File: src/rtl/spiFePkg.sv
package spiFePkg;
  localparam int BYTE_W   = 8;
  localparam int NUM_CMDS = 9;

  typedef enum logic [3:0] {
    CMD_WR_ENABLE    = 4'd0,
    CMD_WR_DISABLE   = 4'd1,
    CMD_STATUS_RD    = 4'd2,
    CMD_STATUS_WR    = 4'd3,
    CMD_ARRAY_RD     = 4'd4,
    CMD_ARRAY_PROG   = 4'd5,
    CMD_SECTOR_ERASE = 4'd6,
    CMD_FULL_ERASE   = 4'd7,
    CMD_IDENT_RD     = 4'd8,
    CMD_NONE         = 4'd15
  } cmd_e;

  typedef enum logic [2:0] {
    PH_OPCODE, PH_ADDR, PH_DATA_IN, PH_DATA_OUT, PH_IGNORE, PH_LOCKED
  } phase_e;

  // datapath -> control
  typedef struct packed {
    logic              byteDone;
    logic [BYTE_W-1:0] rxByte;
  } dpStat_t;

  // control -> datapath
  typedef struct packed {
    logic addrShift;
    logic txLoad;
    logic outActive;
  } ctlStrobe_t;

  // bit 3 is dropped before the compare
  function automatic cmd_e decodeOp(input logic [BYTE_W-1:0] op);
    case ({op[7:4], op[2:0]})
      7'b0000_110: return CMD_WR_ENABLE;
      7'b0000_100: return CMD_WR_DISABLE;
      7'b0000_101: return CMD_STATUS_RD;
      7'b0000_001: return CMD_STATUS_WR;
      7'b0000_011: return CMD_ARRAY_RD;
      7'b0000_010: return CMD_ARRAY_PROG;
      7'b0101_010: return CMD_SECTOR_ERASE;
      7'b0110_010: return CMD_FULL_ERASE;
      7'b0001_101: return CMD_IDENT_RD;
      default:     return CMD_NONE;
    endcase
  endfunction

  function automatic logic isWriteCmd(input cmd_e c);
    return (c == CMD_STATUS_WR) || (c == CMD_ARRAY_PROG) ||
           (c == CMD_SECTOR_ERASE) || (c == CMD_FULL_ERASE);
  endfunction
endpackage

File: src/rtl/spiFeDatapath.sv
module spiFeDatapath
  import spiFePkg::*;
#(
  parameter int ADDR_BYTES = 3,
  localparam int ADDR_W = ADDR_BYTES * BYTE_W
) (
  input  logic              clk,
  input  logic              rstN,
  input  logic              csN,
  input  logic              sck,
  input  logic              si,
  input  ctlStrobe_t        ctl,
  input  logic [BYTE_W-1:0] txData,
  output dpStat_t           stat,
  output logic              so,
  output logic [ADDR_W-1:0] addr,
  output logic [BYTE_W-1:0] rxData
);
  localparam int BIT_W = $clog2(BYTE_W);

  logic              sckPrev;
  logic [BIT_W-1:0]  bitCnt;
  logic [BYTE_W-2:0] shiftIn;
  logic [BYTE_W-1:0] shiftOut;
  logic              soReg;
  logic [ADDR_W-1:0] addrReg;
  logic [BYTE_W-1:0] rxReg;
  logic              selected, sckRise, sckFall;

  assign selected = !csN;
  assign sckRise  = selected &&  sck && !sckPrev;
  assign sckFall  = selected && !sck &&  sckPrev;

  assign stat.byteDone = sckRise && (bitCnt == BIT_W'(BYTE_W - 1));
  assign stat.rxByte   = {shiftIn, si};

  always_ff @(posedge clk or negedge rstN) begin
    if (!rstN) begin
      sckPrev  <= 1'b0;
      bitCnt   <= '0;
      shiftIn  <= '0;
      shiftOut <= '0;
      soReg    <= 1'b0;
    end else begin
      sckPrev <= sck;
      if (!selected) begin
        bitCnt  <= '0;            // partial byte dropped
        shiftIn <= '0;
        soReg   <= 1'b0;
      end else begin
        if (sckRise) begin
          bitCnt  <= bitCnt + 1'b1;
          shiftIn <= {shiftIn[BYTE_W-3:0], si};
        end
        if (ctl.txLoad) begin
          shiftOut <= txData;
        end else if (sckFall && ctl.outActive) begin
          soReg    <= shiftOut[BYTE_W-1];
          shiftOut <= {shiftOut[BYTE_W-2:0], 1'b0};
        end
      end
    end
  end

  always_ff @(posedge clk or negedge rstN) begin
    if (!rstN) begin
      addrReg <= '0;
      rxReg   <= '0;
    end else begin
      if (stat.byteDone) rxReg <= stat.rxByte;
      if (ctl.addrShift) addrReg <= {addrReg[ADDR_W-BYTE_W-1:0], stat.rxByte};
    end
  end

  assign so     = soReg;
  assign addr   = addrReg;
  assign rxData = rxReg;
endmodule

File: src/rtl/spiFeControl.sv
module spiFeControl
  import spiFePkg::*;
#(
  parameter int ADDR_BYTES = 3,
  localparam int CNT_W = $clog2(ADDR_BYTES + 1)
) (
  input  logic                clk,
  input  logic                rstN,
  input  logic                csN,
  input  dpStat_t             stat,
  output ctlStrobe_t          ctl,
  output logic [NUM_CMDS-1:0] cmdStrobe,
  output logic                cmdWrite,
  output logic                addrValid,
  output logic                rxValid,
  output logic                txReq
);
  phase_e              phase;
  cmd_e                cmd;
  cmd_e                decoded;
  logic [CNT_W-1:0]    addrCnt;
  logic [NUM_CMDS-1:0] strobeReg;
  logic                writeReg, addrValidReg, rxValidReg, txReqReg;

  assign decoded = decodeOp(stat.rxByte);

  assign ctl.addrShift = stat.byteDone && (phase == PH_ADDR);
  assign ctl.txLoad    = txReqReg;
  assign ctl.outActive = (phase == PH_DATA_OUT);

  always_ff @(posedge clk or negedge rstN) begin
    if (!rstN) begin
      phase        <= PH_OPCODE;
      cmd          <= CMD_NONE;
      addrCnt      <= '0;
      strobeReg    <= '0;
      writeReg     <= 1'b0;
      addrValidReg <= 1'b0;
      rxValidReg   <= 1'b0;
      txReqReg     <= 1'b0;
    end else begin
      strobeReg    <= '0;
      writeReg     <= 1'b0;
      addrValidReg <= 1'b0;
      rxValidReg   <= 1'b0;
      txReqReg     <= 1'b0;
      if (csN) begin
        phase   <= PH_OPCODE;
        addrCnt <= '0;
      end else if (stat.byteDone) begin
        case (phase)
          PH_OPCODE: begin
            if (decoded == CMD_NONE) begin
              phase <= PH_LOCKED;
            end else begin
              cmd       <= decoded;
              strobeReg <= NUM_CMDS'(1) << decoded;
              writeReg  <= isWriteCmd(decoded);
              case (decoded)
                CMD_ARRAY_RD, CMD_ARRAY_PROG, CMD_SECTOR_ERASE: begin
                  phase   <= PH_ADDR;
                  addrCnt <= '0;
                end
                CMD_STATUS_WR: phase <= PH_DATA_IN;
                CMD_STATUS_RD, CMD_IDENT_RD: begin
                  phase    <= PH_DATA_OUT;
                  txReqReg <= 1'b1;
                end
                default: phase <= PH_IGNORE;
              endcase
            end
          end
          PH_ADDR: begin
            if (addrCnt == CNT_W'(ADDR_BYTES - 1)) begin
              addrValidReg <= 1'b1;
              case (cmd)
                CMD_ARRAY_RD: begin
                  phase    <= PH_DATA_OUT;
                  txReqReg <= 1'b1;
                end
                CMD_ARRAY_PROG: phase <= PH_DATA_IN;
                default:        phase <= PH_IGNORE;
              endcase
            end else begin
              addrCnt <= addrCnt + 1'b1;
            end
          end
          PH_DATA_IN:  rxValidReg <= 1'b1;
          PH_DATA_OUT: txReqReg   <= 1'b1;
          default: ;
        endcase
      end
    end
  end

  assign cmdStrobe = strobeReg;
  assign cmdWrite  = writeReg;
  assign addrValid = addrValidReg;
  assign rxValid   = rxValidReg;
  assign txReq     = txReqReg;
endmodule

File: src/rtl/spiFlashFrontEnd.sv
module spiFlashFrontEnd
  import spiFePkg::*;
#(
  parameter int ADDR_BYTES = 3,
  localparam int ADDR_W = ADDR_BYTES * BYTE_W
) (
  input  logic                clk,
  input  logic                rstN,
  input  logic                spiCsN,
  input  logic                spiSck,
  input  logic                spiSi,
  output logic                spiSo,
  output logic                spiSoEn,
  output logic [NUM_CMDS-1:0] cmdStrobe,
  output logic                cmdWrite,
  output logic                addrValid,
  output logic [ADDR_W-1:0]   addr,
  output logic                rxValid,
  output logic [BYTE_W-1:0]   rxData,
  output logic                txReq,
  input  logic [BYTE_W-1:0]   txData
);
  dpStat_t    stat;
  ctlStrobe_t ctl;

  spiFeDatapath #(.ADDR_BYTES(ADDR_BYTES)) u_dp (
    .clk(clk), .rstN(rstN), .csN(spiCsN), .sck(spiSck), .si(spiSi),
    .ctl(ctl), .txData(txData), .stat(stat), .so(spiSo),
    .addr(addr), .rxData(rxData)
  );

  spiFeControl #(.ADDR_BYTES(ADDR_BYTES)) u_ctl (
    .clk(clk), .rstN(rstN), .csN(spiCsN), .stat(stat), .ctl(ctl),
    .cmdStrobe(cmdStrobe), .cmdWrite(cmdWrite), .addrValid(addrValid),
    .rxValid(rxValid), .txReq(txReq)
  );

  assign spiSoEn = ctl.outActive;
endmodule

File: config.mk
export PLATFORM = sky130hd
export DESIGN_NAME = spiFlashFrontEnd
export DESIGN_NICKNAME = d
export VERILOG_FILES = /design/src/rtl/spiFePkg.sv /design/src/rtl/spiFeDatapath.sv /design/src/rtl/spiFeControl.sv /design/src/rtl/spiFlashFrontEnd.sv
export SDC_FILE = /design/constraint.sdc
export NUM_CORES = 1
export LEC_CHECK = 0
export ABC_AREA = 1
export CORE_MARGIN = 4
export CORE_UTILIZATION = 50
export CTS_CLUSTER_SIZE = 25
export DETAILED_ROUTE_END_ITERATION = 8
export PLACE_DENSITY = 0.76
export SLEW_MARGIN = 20
export SYNTH_ARGS = -nofsm -noshare
export SYNTH_HDL_FRONTEND = slang
export SYNTH_SLANG_ARGS = --single-unit
File: constraint.sdc
create_clock -name clk -period 3.8 [get_ports clk]
set_clock_uncertainty 0.05 [all_clocks]
set_input_delay 0.38 -clock clk [delete_from_list [all_inputs] [get_ports clk]]
set_output_delay 0.38 -clock clk [all_outputs]
set_load 0.1 [all_outputs]
After elaboration in Yosys (flattened, before gate mapping)
Cells that the tools add are included.
{"block": "op_classes", "multipliers": 0, "bitwise_logic": 2, "shift": 1, "order_cmp": 0, "n_mux": 45, "n_addsub": 2, "reduce_logical": 26, "n_eq_ne": 29, "div": 0}
{"cell": "$mux 9", "count": 4}
{"cell": "$pmux 4 s9", "count": 1}
{"cell": "$eq 4x3->1 const B", "count": 6}
{"cell": "$eq 7x3->1 const B", "count": 3}
{"cell": "$mux 1", "count": 20}
{"cell": "$mux 3", "count": 6}
{"cell": "$mux 8", "count": 2}
{"cell": "$eq 7x2->1 const B", "count": 2}
{"cell": "$eq 7x6->1 const B", "count": 2}
{"cell": "$mux 7", "count": 2}
{"cell": "$pmux 3 s2", "count": 2}
{"cell": "$mux 2", "count": 5}
{"cell": "$ne 3x3->1 const B", "count": 3}
{"cell": "$pmux 3 s3", "count": 1}
{"cell": "$shl 1x4->9 const A", "count": 1}
{"cell": "$eq 4x2->1 const B", "count": 2}
{"cell": "$eq 4x4->1 const B", "count": 2}
{"cell": "$reduce_bool 2->1", "count": 4}
{"cell": "$eq 7x1->1 const B", "count": 1}
{"cell": "$eq 7x4->1 const B", "count": 1}
{"cell": "$logic_and 1x1->1", "count": 7}
{"cell": "$eq 3x2->1 const B", "count": 2}
{"cell": "$reduce_and 5->1", "count": 1}
{"cell": "$pmux 2 s2", "count": 1}
{"cell": "18 further kinds", "count": 24}
{"block": "totals", "word_cells": 120, "input_bits": 13, "ramBits": 0, "ff_bits": 74, "rom_bits": 0, "n_memories": 0, "latchBits": 0}

Longest topological paths before layout
Gate-level depths: netlist of the first run.
{"block": "logic_depth", "depth_word": 10, "ltp_mapped": 12, "ltp_nobuf": 11}

Modules after synthesis
A second synthesis of the first run with hierarchy kept.
{"block": "hier_totals", "hier_cells": 401, "area_unflattened_um2": 3437.0}
{"module": "spiFeDatapath", "cells_per_inst": 229, "seq_area_each_um2": 1301.2, "n_inst": 1, "area_per_inst_um2": 2130.8}
{"module": "spiFeControl", "cells_per_inst": 172, "seq_area_each_um2": 555.5, "n_inst": 1, "area_per_inst_um2": 1306.3}

Least setup slack after synthesis of the first run
Ideal clock, no wire load.
{"block": "synth_timing", "path_type": "register -> register", "startpoint": "register u_ctl.phase[1]", "endpoint": "register u_dp.shiftOut[6]", "stages_incl_launch_ff": 8, "path_slack_ps": 1191, "required_time_ps": 3674, "arrival_ps": 2483, "path_cell_list": "dfrtp_1 > inv_1 > nor3_2 > nand4_1 > o21ai_2 > buf_6 > o211ai_1 > o21ai_1"}
{"block": "synth_via", "elab_chain_len": 4}
{"element": "start, declared", "line": "spiFeControl.sv:18", "text": "phase_e phase;"}
{"element": "start signal, assigned", "line": "spiFeControl.sv:33", "text": "phase <= PH_OPCODE;"}
{"element": "start signal, assigned", "line": "spiFeControl.sv:48", "text": "phase <= PH_OPCODE;"}
{"element": "start signal, assigned", "line": "spiFeControl.sv:54", "text": "phase <= PH_LOCKED;"}
{"element": "$eq 3x2->1", "line": "spiFeControl.sv:29", "text": "assign ctl.outActive = (phase == PH_DATA_OUT);"}
{"element": "named net spiSoEn", "line": "spiFlashFrontEnd.sv:13", "text": "output logic spiSoEn,"}
{"element": "$logic_and 1x1->1", "line": "spiFeDatapath.sv:57", "text": "end else if (sckFall && ctl.outActive) begin"}
{"element": "$reduce_bool 2->1 (no source line)"}
{"element": "$reduce_and 2->1 (no source line)"}
{"element": "end signal, assigned", "line": "spiFeDatapath.sv:56", "text": "shiftOut <= txData;"}
{"element": "end signal, assigned", "line": "spiFeDatapath.sv:59", "text": "shiftOut <= {shiftOut[BYTE_W-2:0], 1'b0};"}
{"element": "end, declared", "line": "spiFeDatapath.sv:24", "text": "logic [BYTE_W-1:0] shiftOut;"}
The timed path passes the listed nets, and every way through them passes these cells.
A chain may end at the register's enable or synchronous reset.

Worst setup path after layout of the first run
{"block": "layout_timing", "startpoint": "register u_ctl.phase[1]", "endpoint": "output spiSoEn"}
{"block": "layout_via", "elab_chain_len": 1}
{"element": "$eq 3x2->1", "line": "spiFeControl.sv:29"}
{"element": "end, declared", "line": "spiFlashFrontEnd.sv:13"}
No other way between the ends.

==> results of run 1 <==
-- cell usage in the layout, fill, tap and decap left out, drive strengths merged --
cell type,synthesis,routed
a21oi,10,10
a22o,2,2
a31oi,1,1
and3,1,1
buf,9,2
bufinv,0,2
clkbuf,1,12
clkdlybuf4s50,0,58
clkinv,0,2
dfrtp,70,70
dfstp,4,4
ha,3,3
inv,45,45
mux2,8,8
nand2,80,80
nand3,23,23
nand4,3,3
nor2,51,51
nor3,4,4
nor4,1,1
o211ai,7,7
o21ai,35,35
o22ai,7,7
o2bb2ai,1,1
-- sequential cells by signal, summed over array words and instances, names as in the netlist --
register / flops
u_dp.rxData: 8
u_dp.so: 1
u_dp.addr: 24
u_dp.bitCnt: 3
u_ctl.cmd: 4
u_ctl.addrValid: 1
u_ctl.cmdWrite: 1
u_ctl.txReq: 1
u_ctl.phase: 3
u_ctl.cmdStrobe: 9
u_dp.shiftIn: 7
u_dp.shiftOut: 8
u_ctl.rxValid: 1
u_ctl.addrCnt: 2
u_dp.sckPrev: 1
-- how the worst max path moves through the flow --
| stage | end | cells after the start |
|---|---|---|
| after global routing | spiSoEn | 3 |
| final | spiSoEn | 3 |
| after floorplan | u_dp.shiftOut[6]$_DFFE_PN0P_ | 7 |
| after detailed placement | u_dp.addr[1]$_DFFE_PN0P_ | 5 |
| after CTS | spiSoEn | 3 |
| after global placement | u_dp.addr[1]$_DFFE_PN0P_ | 5 |
-- stage by stage --
step / hold WS (ns) / worst slack, ns / instance area [µm²] / utilization (%)
after global placement: 0.406 / 1.03 / 3980 / 61.9
after floorplan: 0.0344 / 1.19 / 3360 / -
final: 0.184 / 1.07 / 4200 / 65.5
after CTS: 0.227 / 1.07 / 4200 / 65.5
after detailed placement: 0.410 / 0.958 / 3980 / 61.9
after global routing: 0.275 / 0.965 / 4200 / 65.5
-- cell type report --
class,instances,area share (%)
clock buffer,12,3.69
clock inverter,4,1.76
inverter,45,4.02
multi-input combinational,237,30.0
sequential,74,44.2
tap,77,2.29
timing repair buffer,60,14.1
-- routing by layer --
metal  share of wire, %  vias to the layer above
li1                   -                     1310
met4                1.2                        0
met3                4.7                        6
met5                  0                        -
met2                 48                       61
met1                 46                     1244
-- cells by family (layout without fill, tap and decap cells) --
family,count (synthesis),after routing
adder cells (fa/ha/maj),3,3
AND/OR/NAND/NOR,163,163
flip-flops,74,74
buffers and inverters,55,121
AO/OA/AOI/OAI,63,63
multiplexers,8,8
-- critical path: stages, from the launching register on --
cell,delay [ns]
dfrtp_1,0.37
inv_1,0.12
nor3_2,0.28
clkdlybuf4s50_1,1.19
-- power by group --
group / internal [mW] / leakage, nW / switching [mW] / total, mW
clock network: 0.406 / 0.117 / 0.282 / 0.688
logic: 0.102 / 0.979 / 0.221 / 0.323
registers: 0.854 / 0.954 / 0.0399 / 0.894
total: 1.36 / 2.05 / 0.544 / 1.91
==> flow_metrics.env, run 1 <==
export IMPL_status="complete, no violations"
export IMPL_top_usage_layer="met2"
export IMPL_synthMuxAreaShare_pct=2.68
export IMPL_vias_per_cell=5.15
export IMPL_drv_slew=0
export IMPL_worstMarginPinSlew_ns=0.981
export IMPL_rsz0062_at_grt="no"
export IMPL_peakVddDrop_uv=340
export IMPL_detail_route_wl_per_cell_um=13.4
export IMPL_rows=29
export IMPL_ff2ff_path_depth=4
export IMPL_clk_path_buf_depth=2
export IMPL_vias=2621
export IMPL_diodes=0
export IMPL_dp_cells=493
export IMPL_gp_congestion=0.887
export IMPL_cp_max_fo=5
export IMPL_port_buffers=59
export IMPL_rr_startpoint="u_dp.sckPrev$_DFF_PN0_"
export IMPL_synth_edf_count=0
export IMPL_ios=60
export IMPL_synth_distinct_cells=35
export IMPL_synthArstFlopShare_pct=100
export IMPL_cts_tree="built"
export IMPL_start_kind="flop"
export IMPL_wl_um=6820
export IMPL_htree_num_levels=3
export IMPL_hold_viol_final=0
export IMPL_grt_max_degree=75
export IMPL_synth_xor_area_share_pct=0
export IMPL_synth_ff_type="dfrtp_1"
export IMPL_fmax_ghz=0.366
export IMPL_seq_area_frac_synth_pct=55.2
export IMPL_reg2reg_slack_ns=1.63
export IMPL_syn_area_per_cell_um2=9.19
export IMPL_synth_top_area_share_pct=52.1
export IMPL_cts_setup_buffers=0
export IMPL_power_density_nw_per_um2=453
export IMPL_nFillCells=503
export IMPL_drive_gt1_share_pct=10.6
export IMPL_layout_cells_non_filler=509
export IMPL_setup_viol=0
export IMPL_total_power_mw=1.91
export IMPL_grt_pass1_wl_um=11700
export IMPL_crit_path_end_kind="primary output"
export IMPL_final_nets=443
export IMPL_worstPathArrival_ns=2.30
export IMPL_synth_adder_area_share_pct=1.12
export IMPL_final_antenna_net_count=0
export IMPL_die_h_um=90
export IMPL_dr_pass1_iters=4
export IMPL_synth_fp_nets=382
export IMPL_antenna_found_initial=0
export IMPL_cts_hold_buf=0
export IMPL_period_share_pct=71.9
export IMPL_use_met1_pct=22.7
export IMPL_synth_most_common_cell="nand2_1"
export IMPL_clk_latency_ns=0.34
export IMPL_die_w_um=90
export IMPL_cts_root_buf="clkbuf_8"
export IMPL_regArea_um2=1860
export IMPL_syn_area_um2=3360
export IMPL_synth_compound_area_share_pct=10.8
export IMPL_dieArea_um2=8100
export IMPL_dp_hpwl_um=4810
export IMPL_post_cts_resized=0
export IMPL_grt_overflow=0
export IMPL_coreArea_um2=6420
export IMPL_worstSetupPathType="flop to primary output"
export IMPL_startpoint="u_ctl.phase[1]$_DFFE_PN0P_"
export IMPL_cap_violations=0
export IMPL_clock_sinks=74
export IMPL_synth_simple_area_share_pct=22.9
export IMPL_use_met3_pct=4.92
export IMPL_drc=0
export IMPL_area_growth_pct=25.0
export IMPL_power_leakage_nw=2.05
export IMPL_critical_path_required_ns=3.37
export IMPL_syn_inst=366
export IMPL_grt_use_total_pct=17.5
export IMPL_synth_top_area_cell="dfrtp_1"
export IMPL_ys_top_cells_by_count="nand2_1, dfrtp_1, nor2_1, inv_1, o21ai_0"
export IMPL_clk_transition_reported_paths_ns=0.07
export IMPL_synth_seq_cells=74
export IMPL_hp_class="input pin to async pin"
export IMPL_grtUsageMet2_pct=28.4
export IMPL_min_period_ns=2.73
export IMPL_tns_ns=0
export IMPL_max_slew_margin_rel_pct=34.4
export IMPL_multiInputGateArea_um2=1260
export IMPL_reg2reg_to="u_dp.addr[1]$_DFFE_PN0P_"
export IMPL_yosys_warnings=0
export IMPL_start_util_pct=52.3
export IMPL_numCtsBuffers=9
export IMPL_drtIter0Drc=167
export IMPL_grt_pass1_vias=2591
export IMPL_synthTopCellsByArea="dfrtp_1, nand2_1, nor2_1"
export IMPL_synth_top_family_by_area="simple AND/OR/NAND/NOR gates"
Note: power is estimated with default switching activity, not from simulation.
==> run 2, diff against run 1 <==
==> constraint.sdc (replaced) <==
create_clock -name clk -period 2.6 [get_ports clk]
set_clock_uncertainty 0.05 [all_clocks]
set_input_delay 0.26 -clock clk [delete_from_list [all_inputs] [get_ports clk]]
set_output_delay 0.26 -clock clk [all_outputs]
set_load 0.1 [all_outputs]
==> run 2 against run 1 <==
Core utilization shrank 1.4 points. Clock power grew 38%. Largest power group unchanged. Power grew 44%. Hold slack gained 0.15 ns. Sequential share of layout area grew 0.97 points. First-iteration DRC count shrank 22%. Final area shrank 2.1%. Critical endpoint is now u_dp.addr[19]$_DFFE_PN0P_. Via count grew 1.3%. Non-clock buffer count grew 3. Routed wire length shrank 2.1%. Flip-flop and latch count is the same.
==> flow_metrics.env, run 2 (synthesized netlist as in run 1, its figures left out) <==
export IMPL_ios=60
export IMPL_rsz0062_at_grt="no"
export IMPL_gp_congestion=0.859
export IMPL_grt_pass1_wl_um=11700
export IMPL_htree_num_levels=3
export IMPL_cts_hold_buf=1
export IMPL_reg2reg_slack_ns=0.63
export IMPL_numCtsBuffers=9
export IMPL_crit_path_end_kind="flop"
export IMPL_worstSetupPathType="flop to flop"
export IMPL_clock_sinks=74
export IMPL_cts_setup_buffers=0
export IMPL_dieArea_um2=8100
export IMPL_grt_max_degree=45
export IMPL_min_period_ns=1.97
export IMPL_cts_tree="built"
export IMPL_detail_route_wl_per_cell_um=13.0
export IMPL_vias_per_cell=5.19
export IMPL_power_leakage_nw=2.14
export IMPL_start_util_pct=52.3
export IMPL_setup_viol=0
export IMPL_grt_use_total_pct=17.5
export IMPL_final_common_cell="nand2_1"
export IMPL_rr_startpoint="u_dp.sckPrev$_DFF_PN0_"
export IMPL_critical_path_required_ns=2.81
export IMPL_die_h_um=90
export IMPL_coreArea_um2=6420
export IMPL_final_cell_mix="nand2_1, dfrtp_1, buf_4, nor2_1, inv_1"
export IMPL_drive_gt1_share_pct=21.1
export IMPL_vias=2655
export IMPL_start_kind="flop"
export IMPL_drtIter0Drc=131
export IMPL_antenna_found_initial=0
export IMPL_max_slew_margin_rel_pct=53.3
export IMPL_startpoint="u_dp.sckPrev$_DFF_PN0_"
export IMPL_dr_pass1_iters=4
export IMPL_fmax_ghz=0.507
export IMPL_largest_register_ffs=24
export IMPL_use_met3_pct=6.01
export IMPL_port_buffers=59
export IMPL_reg2reg_to="u_dp.addr[19]$_DFFE_PN0P_"
export IMPL_cts_root_buf="clkbuf_8"
export IMPL_area_growth_pct=22.4
export IMPL_hold_viol_final=0
export IMPL_peakVddDrop_uv=409
export IMPL_whs_ns=0.336
export IMPL_top_usage_layer="met2"
export IMPL_ff2ff_path_depth=6
export IMPL_clk_latency_ns=0.34
export IMPL_clk_path_buf_depth=2
export IMPL_final_antenna_net_count=0
export IMPL_final_nets=446
export IMPL_grtUsageMet2_pct=28.8
export IMPL_post_cts_resized=0
export IMPL_drv_slew=0
export IMPL_worstPathArrival_ns=2.19
export IMPL_grt_overflow=0
export IMPL_diodes=0
export IMPL_grt_pass1_vias=2651
export IMPL_power_density_nw_per_um2=667
export IMPL_clk_transition_reported_paths_ns=0.07
export IMPL_cap_violations=0
export IMPL_worstMarginPinSlew_ns=0.700
export IMPL_hp_class="input pin to flop"
export IMPL_use_met1_pct=21.5
export IMPL_hp_start="spiSck"
export IMPL_drc=0
export IMPL_cp_max_fo=25
export IMPL_rows=29
export IMPL_status="complete, no violations"
export IMPL_period_share_pct=75.8
export IMPL_wl_um=6670
export IMPL_die_w_um=90
export IMPL_crit_end="u_dp.addr[19]$_DFFE_PN0P_"
export IMPL_tns_ns=0
export IMPL_dp_hpwl_um=4890
-- run 2: changes by cell type in the layout (fill, tap and decap cells not counted), sizes merged --
cell | previous run | this run
buf | 2 | 51
clkdlybuf4s50 | 58 | 11
clkbuf | 12 | 14
clkinv | 2 | 0
dlygate4sd3 | 0 | 1
-- run 2: power breakdown --
part / switching (mW) / internal, mW / total [mW]
clock network: 0.382 / 0.569 / 0.951
registers: 0.0642 / 1.25 / 1.31
logic: 0.327 / 0.152 / 0.479
-- run 2: final cells by class --
class,count,area (µm²)
Fill cell,539,2310
Multi-Input combinational cell,237,1270
Clock buffer,14,153
Inverter,45,169
Tap cell,77,96.3
Timing Repair Buffer,63,513
Sequential cell,74,1860
Clock inverter,2,60.1
-- run 2: worst min-delay path by stage --
stage / slack, ns / depth (start not counted) / to
finish: 0.34 / 1 / u_dp.sckPrev$_DFF_PN0_
global route: 0.32 / 1 / u_dp.sckPrev$_DFF_PN0_
CTS: 0.32 / 1 / u_dp.sckPrev$_DFF_PN0_
detailed placement: 0.29 / 1 / u_dp.addr[22]$_DFFE_PN0P_
global placement: 0.29 / 1 / u_dp.addr[19]$_DFFE_PN0P_
floorplan: -0.09 / 0 / u_ctl.addrCnt[0]$_DFFE_PN0P_
-- run 2: routing by layer --
| metal | vias to the layer above | wire (µm) |
|---|---|---|
| met5 | - | 0 |
| met4 | 0 | 131 |
| met3 | 13 | 367 |
| met2 | 63 | 3130 |
| met1 | 1262 | 3050 |
| li1 | 1317 | - |
-- run 2: stage by stage --
step	worst slack, ns	cells	power [mW]	cell area [µm²]	util (%)
global route	0.445	512	2.90	4110	64.1
detailed placement	0.286	495	1.81	3890	60.6
global placement	0.383	495	1.80	3890	60.6
CTS	0.614	512	2.77	4110	64.1
floorplan	0.474	366	1.68	3370	-
finish	0.629	512	2.74	4110	64.1
-- run 2: critical path, cell delays in order (launching register included) --
cell and delay [ns]:
dfrtp_1 0.42, nor3_4 0.31, nand2_4 0.22, nor2_4 0.36
buf_4 0.32, nor2_1 0.07, a21oi_1 0.13
